File: src/rtl/tstamp_pkg.sv
package tstamp_pkg;
  typedef enum logic [1:0] {
    RD_IDLE = 2'd0,
    RD_HI   = 2'd1,
    RD_LO2  = 2'd2
  } rd_state_e;
endpackage

File: src/rtl/tstamp_core.sv
module tstamp_core #(
  parameter int CNT_W = 64
) (
  input  logic             clk_i,
  input  logic             rst_ni,
  input  logic             tick_i,
  input  logic             load_i,
  input  logic [CNT_W-1:0] load_val_i,
  output logic [CNT_W-1:0] cnt_o
);
  localparam logic [CNT_W-1:0] ONE = {{(CNT_W-1){1'b0}}, 1'b1};

  logic [CNT_W-1:0] cnt_q;

  always_ff @(posedge clk_i or negedge rst_ni) begin
    if (!rst_ni)     cnt_q <= '0;
    else if (load_i) cnt_q <= load_val_i;
    else if (tick_i) cnt_q <= cnt_q + ONE;
  end

  assign cnt_o = cnt_q;

  AST_TICK_STEP: assert property (@(posedge clk_i) disable iff (!rst_ni)
    (!load_i && tick_i) |=> (cnt_q == $past(cnt_q) + ONE));
  AST_TICK_HOLD: assert property (@(posedge clk_i) disable iff (!rst_ni)
    (!load_i && !tick_i) |=> $stable(cnt_q));
endmodule

File: src/rtl/tstamp_commit.sv
module tstamp_commit #(
  parameter int BUS_W = 32,
  parameter int LAT   = 2
) (
  input  logic               clk_i,
  input  logic               rst_ni,
  input  logic               wr_lo_i,
  input  logic               wr_hi_i,
  input  logic               clr_i,
  input  logic [BUS_W-1:0]   wdata_i,
  output logic               busy_o,
  output logic               load_o,
  output logic [2*BUS_W-1:0] load_val_o
);
  localparam int LAT_W = $clog2(LAT + 1);
  localparam logic [LAT_W-1:0] LAT_ONE = {{(LAT_W-1){1'b0}}, 1'b1};

  logic [BUS_W-1:0]   shadow_q;
  logic [2*BUS_W-1:0] pend_q;
  logic [LAT_W-1:0]   wait_q;
  logic               accept;

  assign busy_o = (wait_q != '0);
  assign accept = (wr_hi_i || clr_i) && !busy_o;
  assign load_o = (wait_q == LAT_ONE);
  assign load_val_o = pend_q;

  always_ff @(posedge clk_i or negedge rst_ni) begin
    if (!rst_ni)      shadow_q <= '0;
    else if (wr_lo_i) shadow_q <= wdata_i;
  end

  always_ff @(posedge clk_i or negedge rst_ni) begin
    if (!rst_ni) begin
      pend_q <= '0;
      wait_q <= '0;
    end else if (accept) begin
      pend_q <= clr_i ? '0 : {wdata_i, shadow_q};
      wait_q <= LAT_W'(LAT);
    end else if (busy_o) begin
      wait_q <= wait_q - LAT_ONE;
    end
  end

  AST_BUSY_SET: assert property (@(posedge clk_i) disable iff (!rst_ni)
    accept |=> busy_o);
  AST_BUSY_END: assert property (@(posedge clk_i) disable iff (!rst_ni)
    load_o |=> !busy_o);
  AST_CLR_ZERO: assert property (@(posedge clk_i) disable iff (!rst_ni)
    (accept && clr_i) |=> (load_val_o == '0));
  AST_DROP_BUSY: assert property (@(posedge clk_i) disable iff (!rst_ni)
    (busy_o && (wr_hi_i || clr_i)) |=> $stable(load_val_o));
endmodule

File: src/rtl/tstamp_reader.sv
module tstamp_reader
  import tstamp_pkg::*;
#(
  parameter int BUS_W = 32
) (
  input  logic               clk_i,
  input  logic               rst_ni,
  input  logic               req_i,
  input  logic [2*BUS_W-1:0] cnt_i,
  output logic               snap_valid_o,
  output logic [2*BUS_W-1:0] snap_o
);
  rd_state_e        st_q;
  logic [BUS_W-1:0] lo1_q;
  logic [BUS_W-1:0] hi_q;
  logic [BUS_W-1:0] lo2;
  logic             wrapped;

  assign lo2     = cnt_i[BUS_W-1:0];
  assign wrapped = (lo2 < lo1_q);

  always_ff @(posedge clk_i or negedge rst_ni) begin
    if (!rst_ni) begin
      st_q         <= RD_IDLE;
      lo1_q        <= '0;
      hi_q         <= '0;
      snap_o       <= '0;
      snap_valid_o <= 1'b0;
    end else begin
      snap_valid_o <= 1'b0;
      unique case (st_q)
        RD_IDLE: if (req_i) begin
          lo1_q <= cnt_i[BUS_W-1:0];
          st_q  <= RD_HI;
        end
        RD_HI: begin
          hi_q <= cnt_i[2*BUS_W-1:BUS_W];
          st_q <= RD_LO2;
        end
        RD_LO2: begin
          snap_o       <= {hi_q + {{(BUS_W-1){1'b0}}, wrapped}, lo2};
          snap_valid_o <= 1'b1;
          st_q         <= RD_IDLE;
        end
        default: st_q <= RD_IDLE;
      endcase
    end
  end

  AST_SNAP_PULSE: assert property (@(posedge clk_i) disable iff (!rst_ni)
    snap_valid_o |=> !snap_valid_o);
  AST_SNAP_LOW: assert property (@(posedge clk_i) disable iff (!rst_ni)
    snap_valid_o |-> (snap_o[BUS_W-1:0] == $past(cnt_i[BUS_W-1:0])));
endmodule

File: src/rtl/tstamp_split.sv
module tstamp_split #(
  parameter int BUS_W = 32,
  parameter int LAT   = 2
) (
  input  logic               clk_i,
  input  logic               rst_ni,
  input  logic               tick_i,
  input  logic               wr_lo_i,
  input  logic               wr_hi_i,
  input  logic               wr_clr_i,
  input  logic [BUS_W-1:0]   wdata_i,
  input  logic               rd_lo_i,
  input  logic               rd_hi_i,
  output logic [BUS_W-1:0]   rdata_o,
  output logic               busy_o,
  input  logic               snap_req_i,
  output logic               snap_valid_o,
  output logic [2*BUS_W-1:0] snap_o
);
  localparam int CNT_W = 2 * BUS_W;

  logic             load;
  logic [CNT_W-1:0] load_val;
  logic [CNT_W-1:0] cnt;

  tstamp_commit #(.BUS_W(BUS_W), .LAT(LAT)) u_commit (
    .clk_i      (clk_i),
    .rst_ni     (rst_ni),
    .wr_lo_i    (wr_lo_i),
    .wr_hi_i    (wr_hi_i),
    .clr_i      (wr_clr_i),
    .wdata_i    (wdata_i),
    .busy_o     (busy_o),
    .load_o     (load),
    .load_val_o (load_val)
  );

  tstamp_core #(.CNT_W(CNT_W)) u_core (
    .clk_i      (clk_i),
    .rst_ni     (rst_ni),
    .tick_i     (tick_i),
    .load_i     (load),
    .load_val_i (load_val),
    .cnt_o      (cnt)
  );

  tstamp_reader #(.BUS_W(BUS_W)) u_reader (
    .clk_i        (clk_i),
    .rst_ni       (rst_ni),
    .req_i        (snap_req_i),
    .cnt_i        (cnt),
    .snap_valid_o (snap_valid_o),
    .snap_o       (snap_o)
  );

  always_comb begin
    if (rd_hi_i)      rdata_o = cnt[CNT_W-1:BUS_W];
    else if (rd_lo_i) rdata_o = cnt[BUS_W-1:0];
    else              rdata_o = '0;
  end

  AST_LO_STAGE: assert property (@(posedge clk_i) disable iff (!rst_ni)
    (wr_lo_i && !busy_o && !tick_i) |=> $stable(cnt));
endmodule

File: config.mk
export PLATFORM = sky130hd
export DESIGN_NAME = tstamp_split
export DESIGN_NICKNAME = d
export VERILOG_FILES = /design/src/rtl/tstamp_pkg.sv /design/src/rtl/tstamp_core.sv /design/src/rtl/tstamp_commit.sv /design/src/rtl/tstamp_reader.sv /design/src/rtl/tstamp_split.sv
export SDC_FILE = /design/constraint.sdc
export NUM_CORES = 1
export LEC_CHECK = 0
export ABC_AREA = 1
export BUFFER_PORTS_ARGS = -buffer_cell sky130_fd_sc_hd__buf_2
export CORE_MARGIN = 2
export CORE_UTILIZATION = 55
export CTS_BUF_LIST = sky130_fd_sc_hd__clkbuf_8
export CTS_CLUSTER_SIZE = 20
export DETAILED_ROUTE_END_ITERATION = 16
export PLACE_DENSITY = 0.82
export SETUP_SLACK_MARGIN = 0.4
export SLEW_MARGIN = 25
export SYNTH_ARGS = -nofsm -noshare
export SYNTH_HDL_FRONTEND = slang
export SYNTH_SLANG_ARGS = --single-unit
export TNS_END_PERCENT = 100
File: constraint.sdc
create_clock -name clk_i -period 3.3 [get_ports clk_i]
set_input_delay 0.99 -clock clk_i [delete_from_list [all_inputs] [get_ports clk_i]]
set_output_delay 0.99 -clock clk_i [all_outputs]
set_load 0.01 [all_outputs]
Word level (Yosys, flattened, before mapping)
Cells that the tools add are included.
- $add $sub $neg: 3
- $lt $le $gt $ge: 1
- eq/ne operators: 4
- multiplexer cells: 10
- reductions and logical operators: 8
- operators with widths (cell ; count):
    2-to-1 mux 64 bit ; 3
    adder 64 x 1 -> 64 bit (second input constant) ; 1
    2-to-1 mux 32 bit ; 2
    adder 32 x 1 -> 32 bit ; 1
    < comparator 32 bit ; 1
    2-to-1 mux 2 bit ; 3
    nonzero test 2 bit ; 3
    == test 2 x 1 -> 1 bit (second input constant) ; 2
    case mux 2 bit (2 select lines) ; 1
    == test 2 bit (second input constant) ; 1
    logical NOT 2 bit ; 1
    inequality test 2 bit (second input constant) ; 1
    AND reduction 2 bit ; 1
    subtractor 2 x 1 -> 2 bit (second input constant) ; 1
    logical AND 1 bit ; 1
    logical NOT 1 bit ; 1
    logical OR 1 bit ; 1
    2-to-1 mux 1 bit ; 1
- register bits after elaboration: 293
- bits of input ports: 41
- output and inout bits: 98
- logic and storage cells: 35

Logic depth before layout (Yosys ltp)
Gate-level depths: netlist of run 1.
- depth after elaboration: 4
- mapped depth: 24
- mapped depth without buffers: 24

Cells and area by module
Synthesis of run 1 repeated with hierarchy kept, for this count alone.
- cells, all modules: 2034
- area total of the unflattened synthesis: 15725.1 um2
- modules (own cells, without submodules) (module ; instances ; cells each ; area an instance (um2) ; sequential area each (um2)):
    tstamp_reader ; 1 ; 811 ; 6511.2 ; 3278.1
    tstamp_core ; 1 ; 679 ; 4585.6 ; 1601.5
    tstamp_commit ; 1 ; 437 ; 4071.4 ; 2452.4
    tstamp_split ; 1 ; 107 ; 556.8 ; 0.0

Worst setup path before layout of run 1
OpenSTA, ideal clock, no wires.
- kind: flip-flop to flip-flop
- start point: register u_core.cnt_q[5] (netlist: u_core.cnt_o[5])
- end point: register u_reader.snap_o[60]
- setup time: 0.117 ns
- arrival time: 2.472 ns
- data required time: 3.183 ns
- setup slack: 0.711 ns
- stages on the path, launching flop included: 22
- buffers on the path: 0
- clock period less this slack: 2.589 ns
- cell sequence: dfrtp_1 > ha_1 > a21oi_1 > nor2_1 > nor3_1 > nand2_1 > nand2_1 > nand2_1 > a21oi_1 > ha_1 > ha_1 > nand2_1 > nor2_4 > nand2_4 > nor2_4 > nand2_2 > inv_1 > nand2_1 > nand2_1 > nand2_1 > nand2_1 > nand2_1
- cells in the longest elaborated chain, start to end: 2
- RTL lines (element ; line ; text):
    start, declared ; tstamp_core.sv:13 ; logic [CNT_W-1:0] cnt_q;
    start signal, assigned ; tstamp_core.sv:17 ; else if (load_i) cnt_q <= load_val_i;
    start signal, assigned ; tstamp_core.sv:18 ; else if (tick_i) cnt_q <= cnt_q + ONE;
    < comparator 32 bit ; tstamp_reader.sv:20 ; assign wrapped = (lo2 < lo1_q);
    adder 32 x 1 -> 32 bit ; tstamp_reader.sv:41 ; snap_o <= {hi_q + {{(BUS_W-1){1'b0}}, wrapped}, lo2};
    end signal, assigned ; tstamp_reader.sv:41 ;
    end, declared ; tstamp_reader.sv:11 ; output logic [2*BUS_W-1:0] snap_o
No other way between the ends.
A chain may end at the register's enable or synchronous reset.

Final worst setup path of run 1
- start point: input port rd_hi_i
- end point: output port rdata_o[12]
- cells in the longest elaborated chain, start to end: 1
- RTL lines (element ; line ; text):
    start, declared ; tstamp_split.sv:13 ; input logic rd_hi_i,
    2-to-1 mux 32 bit ; tstamp_split.sv:57 ; if (rd_hi_i) rdata_o = cnt[CNT_W-1:BUS_W];
    end, declared ; tstamp_split.sv:14 ; output logic [BUS_W-1:0] rdata_o,
No other way between the ends.

==> impl_metrics.env, run 1 <==
export IMPL_status="complete, no violations"
export IMPL_clk_latency_ns=0.59
export IMPL_crit_type="input port to output port"
export IMPL_yosys_warnings=0
export IMPL_cap_violations=0
export IMPL_viasPerCell=5.68
export IMPL_crit_required_ns=2.31
export IMPL_fin_worst_skew_ns=0.0167
export IMPL_path_clk_slew_ns=0.07
export IMPL_cellLeakagePower_nw=8.35
export IMPL_htreeDepth=2
export IMPL_start_util_pct=56.3
export IMPL_antenna_found_initial=1
export IMPL_finalSetupViolations=0
export IMPL_grt_pass1_vias=13400
export IMPL_netlist_instances=1890
export IMPL_syn_avg_cell_area_um2=8.08
export IMPL_synth_area_leaders="dfrtp_1 (48%), nand2_1 (11%), o21ai_0 (7.4%)"
export IMPL_worstPathMaxFanout=32
export IMPL_avgRoutedWirePerCell_um=19.6
export IMPL_async_flop_share_pct=100
export IMPL_wirelength_um=48300
export IMPL_synth_most_common_cell="nand2_1"
export IMPL_synth_common_cells="nand2_1 (439), dfrtp_1 (293), o21ai_0 (225)"
export IMPL_drive_gt1_share_pct=18.9
export IMPL_die_area_um2=29100
export IMPL_port_buffers=138
export IMPL_seqPwrFrac_pct=42.4
export IMPL_syn2layout_area_growth_pct=16.5
export IMPL_synth_cell_type_count=36
export IMPL_drtIter0Drc=1331
export IMPL_fmax_ghz=0.333
export IMPL_grt_max_degree=86
export IMPL_fin_crit_sh_pct=90.9
export IMPL_cts_hold_buf=0
export IMPL_core_area_um2=27100
export IMPL_setup_tns_ns=0
export IMPL_power_frac_clock_pct=22.1
export IMPL_finalCriticalPeriod_ns=3.00
export IMPL_swShare_pct=41.3
export IMPL_drc=0
export IMPL_internal_power_mw=8.63
export IMPL_whs_ns=0.325
export IMPL_combPwrFrac_pct=35.5
export IMPL_dp_hpwl_um=36000
export IMPL_crit_arrival_ns=2.01
export IMPL_cts_tree="done"
export IMPL_syn_cell_area_um2=15300
export IMPL_critPathCaptureType="output port"
export IMPL_rows=60
export IMPL_tightest_slew_ns=0.788
export IMPL_irDropWorstVdd_mv=0.574
export IMPL_overflow=0
export IMPL_gp_congestion=0.958
export IMPL_cts_root_buf="clkbuf_8"
export IMPL_via_count=14000
export IMPL_clock_sinks=293
export IMPL_synth_top_cell_area_share_pct=48.0
export IMPL_clk_path_buf_depth=3
export IMPL_ys_seq_area_share_pct=48.0
export IMPL_dr_pass1_iters=7
export IMPL_synth_edf_count=0
export IMPL_grt_util_all_layers_pct=33.7
export IMPL_die_x_um=171
export IMPL_timing_slew_headroom_pct=47.4
export IMPL_cp_start_kind="input port"
export IMPL_ant_nets=0
export IMPL_synth_fp_nets=1967
export IMPL_yosysTopAreaCell="dfrtp_1"
export IMPL_p_per_area_nw_per_um2=826
export IMPL_switchingPower_mw=6.06
export IMPL_cts_buffers=48
export IMPL_die_height_um=171
export IMPL_worstHoldPathType="input port to asynchronous set/reset pin"
export IMPL_antenna_cells=0
export IMPL_num_io_pins=139
export IMPL_grt_pass1_wl_um=74600
export IMPL_synth_flop_cell="dfrtp_1"
export IMPL_final_hold_viol_count=0
export IMPL_final_max_slew_viol_count=0
export IMPL_synth_seq_cells=293
export IMPL_grt_setup_unrepaired="yes"
export IMPL_nets=2131
path summary, 6_finish.rpt:
| kind | start | to | slack (ns) | depth (start not counted) |
|---|---|---|---|---|
| hold / removal | rst_ni | u_core.cnt_o[0]$_DFFE_PN0P_ | 0.33 | 1 |
| setup reg to reg | u_core.cnt_o[9]$_DFFE_PN0P_ | u_reader.snap_o[60]$_DFFE_PN0P_ | 0.44 | 19 |
| min in group clk_i | u_reader.snap_o[33]$_DFFE_PN0P_ | u_reader.snap_o[33]$_DFFE_PN0P_ | 0.47 | 2 |
| setup / recovery | rd_hi_i | rdata_o[12] | 0.30 | 6 |
| max in group asynchronous | rst_ni | u_reader.snap_o[60]$_DFFE_PN0P_ | 2.14 | 2 |
| hold reg to reg | u_reader.snap_o[33]$_DFFE_PN0P_ | u_reader.snap_o[33]$_DFFE_PN0P_ | 0.47 | 2 |
cell families after synthesis:
family / count (synthesis) / synth area share [%]
adder cells (fa/ha/maj): 36 / 2.95
AND/OR/NAND/NOR: 839 / 24.4
flip-flops: 293 / 48.0
multiplexers: 32 / 2.36
AO/OA/AOI/OAI: 348 / 12.6
XOR/XNOR: 37 / 2.12
buffers and inverters: 305 / 7.61
power groups by stage:
stage                     logic, mW  registers, mW  clock network, mW
final                          5.21           6.23               3.24
after global routing           5.82           6.36               3.43
after CTS                      4.93           6.19               3.28
after detailed placement       4.88           6.23                  0
after global placement         4.73           6.19                  0
after floorplan                2.86           6.02                  0
metal layers:
| layer | GRT usage (%) | share of wire, % | up-vias |
|---|---|---|---|
| met3 | 7.68 | 9.5 | 131 |
| met5 | 0 | 0.023 | - |
| met4 | 12.2 | 3.7 | 2 |
| met2 | 51.4 | 44 | 695 |
| li1 | - | - | 6510 |
| met1 | 47.5 | 42 | 6664 |
layout by cell type (no fill, tap or decap), drive strengths merged:
cell,n
buf,192
nor3,10
clkbuf,64
nor4b,1
a22oi,51
mux2,32
dfrtp,293
a31oi,7
clkinvlp,2
a21oi,22
nand2,466
nand3b,6
nand4,15
clkinv,9
ha,36
o21ai,255
o211ai,4
o21a,1
xor2,32
nand3,176
or2,3
xnor2,5
inv,239
nor2,162
bufbuf,1
o221ai,7
o21bai,1
through the flow:
stage                     instances  power (mW)  setup slack, ns  cell area, um^2  utilization [%]
after global routing           2464        15.6            0.269            17800             65.6
after CTS                      2449        14.4            0.359            17600             64.8
after floorplan                1890        8.87            0.711            15300                -
final                          2464        14.7            0.299            17800             65.6
after detailed placement       2359        11.1            0.277            16500             60.9
after global placement         2359        10.9            0.251            16500             60.9
critical path: stages:
cell     delay [ns]
buf_2          0.10
inv_2          0.14
buf_12         0.22
nand3_1        0.13
o21ai_0        0.19
buf_2          0.21
repair_timing:
| action | in CTS | in global routing |
|---|---|---|
| endpoints found under the setup margin | 17 | 45 |
| hold endpoints to repair | 0 | 0 |
| resized for setup | 6 | 33 |
| pin swaps | 2 | 12 |
| gates cloned | 1 | 0 |
| setup buffers | 1 | 15 |
area by class of cell:
cell class / instances / area, um^2
clock buffer: 64 / 881
clock inverter: 24 / 119
fill: 2311 / 9320
inverter: 226 / 848
multi-input combinational: 1292 / 6900
sequential: 293 / 7340
tap: 372 / 465
timing repair buffer: 193 / 1230
sequential cells by signal, summed over array words and instances (netlist names):
name	flops
u_reader.lo1_q	32
u_reader.snap_valid_o	1
u_reader.snap_o	64
u_reader.hi_q	32
u_core.cnt_o	64
u_reader.st_q	2
u_commit.load_val_o	64
u_commit.wait_q	2
u_commit.shadow_q	32
Note: power is estimated with default switching activity, not from simulation.
==> inputs of run 2 (changes only) <==
--- a/config.mk
+++ b/config.mk
@@ -7,12 +7,14 @@
 export LEC_CHECK = 0
 export ABC_AREA = 1
 export BUFFER_PORTS_ARGS = -buffer_cell sky130_fd_sc_hd__buf_2
+export CELL_PAD_IN_SITES_DETAIL_PLACEMENT = 1
+export CELL_PAD_IN_SITES_GLOBAL_PLACEMENT = 1
 export CORE_MARGIN = 2
-export CORE_UTILIZATION = 55
+export CORE_UTILIZATION = 46
 export CTS_BUF_LIST = sky130_fd_sc_hd__clkbuf_8
 export CTS_CLUSTER_SIZE = 20
 export DETAILED_ROUTE_END_ITERATION = 16
-export PLACE_DENSITY = 0.82
+export PLACE_DENSITY = 0.89
 export SETUP_SLACK_MARGIN = 0.4
 export SLEW_MARGIN = 25
 export SYNTH_ARGS = -nofsm -noshare
==> run 2 against run 1 <==
Core utilization shrank 10 points. Fmax is 2.9% higher. Hold slack lost 0.027 ns. Sequential cell count unchanged. Via count up 3.8%. Non-clock buffer count up 9. Final area increased by 1.4%. Sequential share of layout area shrank 0.60 points. Die area increased by 19%. Count of clock-buffer cells in the layout is 2 higher. Critical path type unchanged. Highest routed layer is now met4.
==> impl_metrics.env, run 2 (synthesized netlist as in run 1, its figures left out) <==
export IMPL_grt_max_degree=129
export IMPL_drive_gt1_share_pct=19.4
export IMPL_crit_arrival_ns=1.93
export IMPL_final_max_slew_viol_count=0
export IMPL_num_io_pins=139
export IMPL_seqCellArea_um2=7340
export IMPL_place_inst=2436
export IMPL_p_per_area_nw_per_um2=858
export IMPL_die_x_um=186
export IMPL_cp_slowest_stage_delay_ns=0.25
export IMPL_place_area_um2=16600
export IMPL_crit_type="input port to output port"
export IMPL_layout_cells_non_filler=2547
export IMPL_start_util_pct=46.8
export IMPL_path_clk_slew_ns=0.06
export IMPL_grt_setup_unrepaired="yes"
export IMPL_antenna_cells=0
export IMPL_htreeDepth=2
export IMPL_nFillCells=3987
export IMPL_dp_hpwl_um=40600
export IMPL_grt_pass1_wl_um=85200
export IMPL_r2r_end="u_reader.snap_o[60]$_DFFE_PN0P_"
export IMPL_final_common_cell="nand2_1"
export IMPL_clock_sinks=293
export IMPL_rows=66
export IMPL_cpMostUsedCell="buf_4"
export IMPL_critPathCaptureType="output port"
export IMPL_r2r_cells=21
export IMPL_finalCriticalPeriod_ns=2.92
export IMPL_core_area_um2=32600
export IMPL_clk_path_buf_depth=3
export IMPL_dr_pass1_iters=6
export IMPL_grt_pass1_vias=15000
export IMPL_cts_hold_buf=0
export IMPL_avgRoutedWirePerCell_um=22.2
export IMPL_worstPathMaxFanout=15
export IMPL_cts_tree="done"
export IMPL_status="complete, no violations"
export IMPL_crit_buf_inv=3
export IMPL_setup_tns_ns=0
export IMPL_nets=2143
export IMPL_gp_congestion=0.974
export IMPL_timing_slew_headroom_pct=45.9
export IMPL_cp_start_kind="input port"
export IMPL_crit_cells=5
export IMPL_worstHoldPathType="input port to asynchronous set/reset pin"
export IMPL_cts_buffers=51
export IMPL_crit_family="buffers and inverters"
export IMPL_grt_util_all_layers_pct=32.5
export IMPL_r2r_slack_ns=0.40
export IMPL_viasPerCell=5.71
export IMPL_drtIter0Drc=1325
export IMPL_crit_required_ns=2.31
export IMPL_cts_root_buf="clkbuf_8"
export IMPL_drc=0
export IMPL_wirelength_um=56600
export IMPL_port_buffers=138
export IMPL_final_cell_mix="nand2_1 (437), dfrtp_1 (286), inv_1 (228), o21ai_0 (221), nand3_1 (175)"
export IMPL_crit_chain="buf_4 -> buf_4 -> nand3_1 -> o21ai_0 -> buf_2"
export IMPL_irDropWorstVdd_mv=0.965
export IMPL_clk_latency_ns=0.64
export IMPL_die_height_um=186
export IMPL_cellLeakagePower_nw=8.43
export IMPL_timing_rr_start="u_core.cnt_o[5]$_DFFE_PN0P_"
export IMPL_cpMaxStageDelayCell="buf_4"
export IMPL_overflow=0
export IMPL_fmax_ghz=0.343
export IMPL_via_count=14500
export IMPL_tightest_slew_ns=0.812
export IMPL_fin_crit_sh_pct=88.4
export IMPL_syn2layout_area_growth_pct=18.1
export IMPL_fin_worst_skew_ns=0.0538
export IMPL_final_hold_viol_count=0
export IMPL_multi_input_area_um2=6940
export IMPL_cap_violations=0
export IMPL_design_area_um2=18000
export IMPL_ant_nets=0
export IMPL_die_area_um2=34700
export IMPL_antenna_found_initial=0
export IMPL_finalSetupViolations=0
[run 2: per-layer routing]
| metal | track usage [%] | part of all wire [%] | vias up | wire, um |
|---|---|---|---|---|
| li1 | - | - | 6532 | - |
| met1 | 43.8 | 42 | 7246 | 23900 |
| met2 | 52.3 | 46 | 615 | 26200 |
| met3 | 5.70 | 7.6 | 141 | 4320 |
| met4 | 12.8 | 3.7 | 0 | 2090 |
| met5 | 0 | 0 | - | 0 |
[run 2: layout make-up]
class,instances,share of cell area (%)
Sequential cell,293,40.7
Inverter,226,4.75
Multi-Input combinational cell,1292,38.5
Clock buffer,66,5.04
Clock inverter,26,1.01
Timing Repair Buffer,202,6.97
Tap cell,442,3.07
[run 2: worst reg2reg max path: cells and delay by family (launching register included)]
family                     cells  cell delay, ns
buffers and inverters          1            0.08
AOI/OAI and AO/OA              2            0.29
adders and majority gates      3            0.64
DFF                            1            0.44
and+or+nand+nor               15            1.33
[run 2: per-stage QoR]
step | util [%] | hold slack, ns | power (mW) | setup slack (ns)
after floorplan | - | 0.449 | 8.87 | 0.711
after global placement | 50.9 | 0.457 | 11.0 | 0.287
after detailed placement | 50.9 | 0.461 | 11.4 | 0.232
after CTS | 54.5 | 0.319 | 15.1 | 0.360
after global routing | 55.3 | 0.330 | 16.4 | 0.293
final | 55.3 | 0.298 | 15.5 | 0.384
[run 2: worst max path at each step]
| stage | startpoint | endpoint | slack [ns] |
|---|---|---|---|
| 2_1_floorplan | u_core.cnt_o[5]$_DFFE_PN0P_ | u_reader.snap_o[60]$_DFFE_PN0P_ | 0.71 |
| 3_3_place_gp | rd_hi_i | rdata_o[2] | 0.29 |
| 3_5_place_dp | u_core.cnt_o[5]$_DFFE_PN0P_ | u_reader.snap_o[60]$_DFFE_PN0P_ | 0.23 |
| 4_1_cts | u_core.cnt_o[7]$_DFFE_PN0P_ | u_reader.snap_o[60]$_DFFE_PN0P_ | 0.36 |
| 5_1_grt | u_core.cnt_o[15]$_DFFE_PN0P_ | u_reader.snap_o[60]$_DFFE_PN0P_ | 0.29 |
| 6_report | rd_lo_i | rdata_o[4] | 0.38 |
[run 2: timing repair]
action / in CTS / in global routing
endpoints found under the setup margin: 38 / 27
pin swaps: 2 / 9
resized for setup: 12 / 39
gates cloned: 0 / 0
buffers inserted: 3 / 16
[run 2: where the power goes]
part | total, mW | leakage [nW] | switching, mW | internal (mW)
Combinational | 5.59 | 4.01 | 3.62 | 1.97
Clock | 3.58 | 0.611 | 1.62 | 1.96
Sequential | 6.31 | 3.81 | 1.35 | 4.96
Total | 15.5 | 8.43 | 6.60 | 8.88
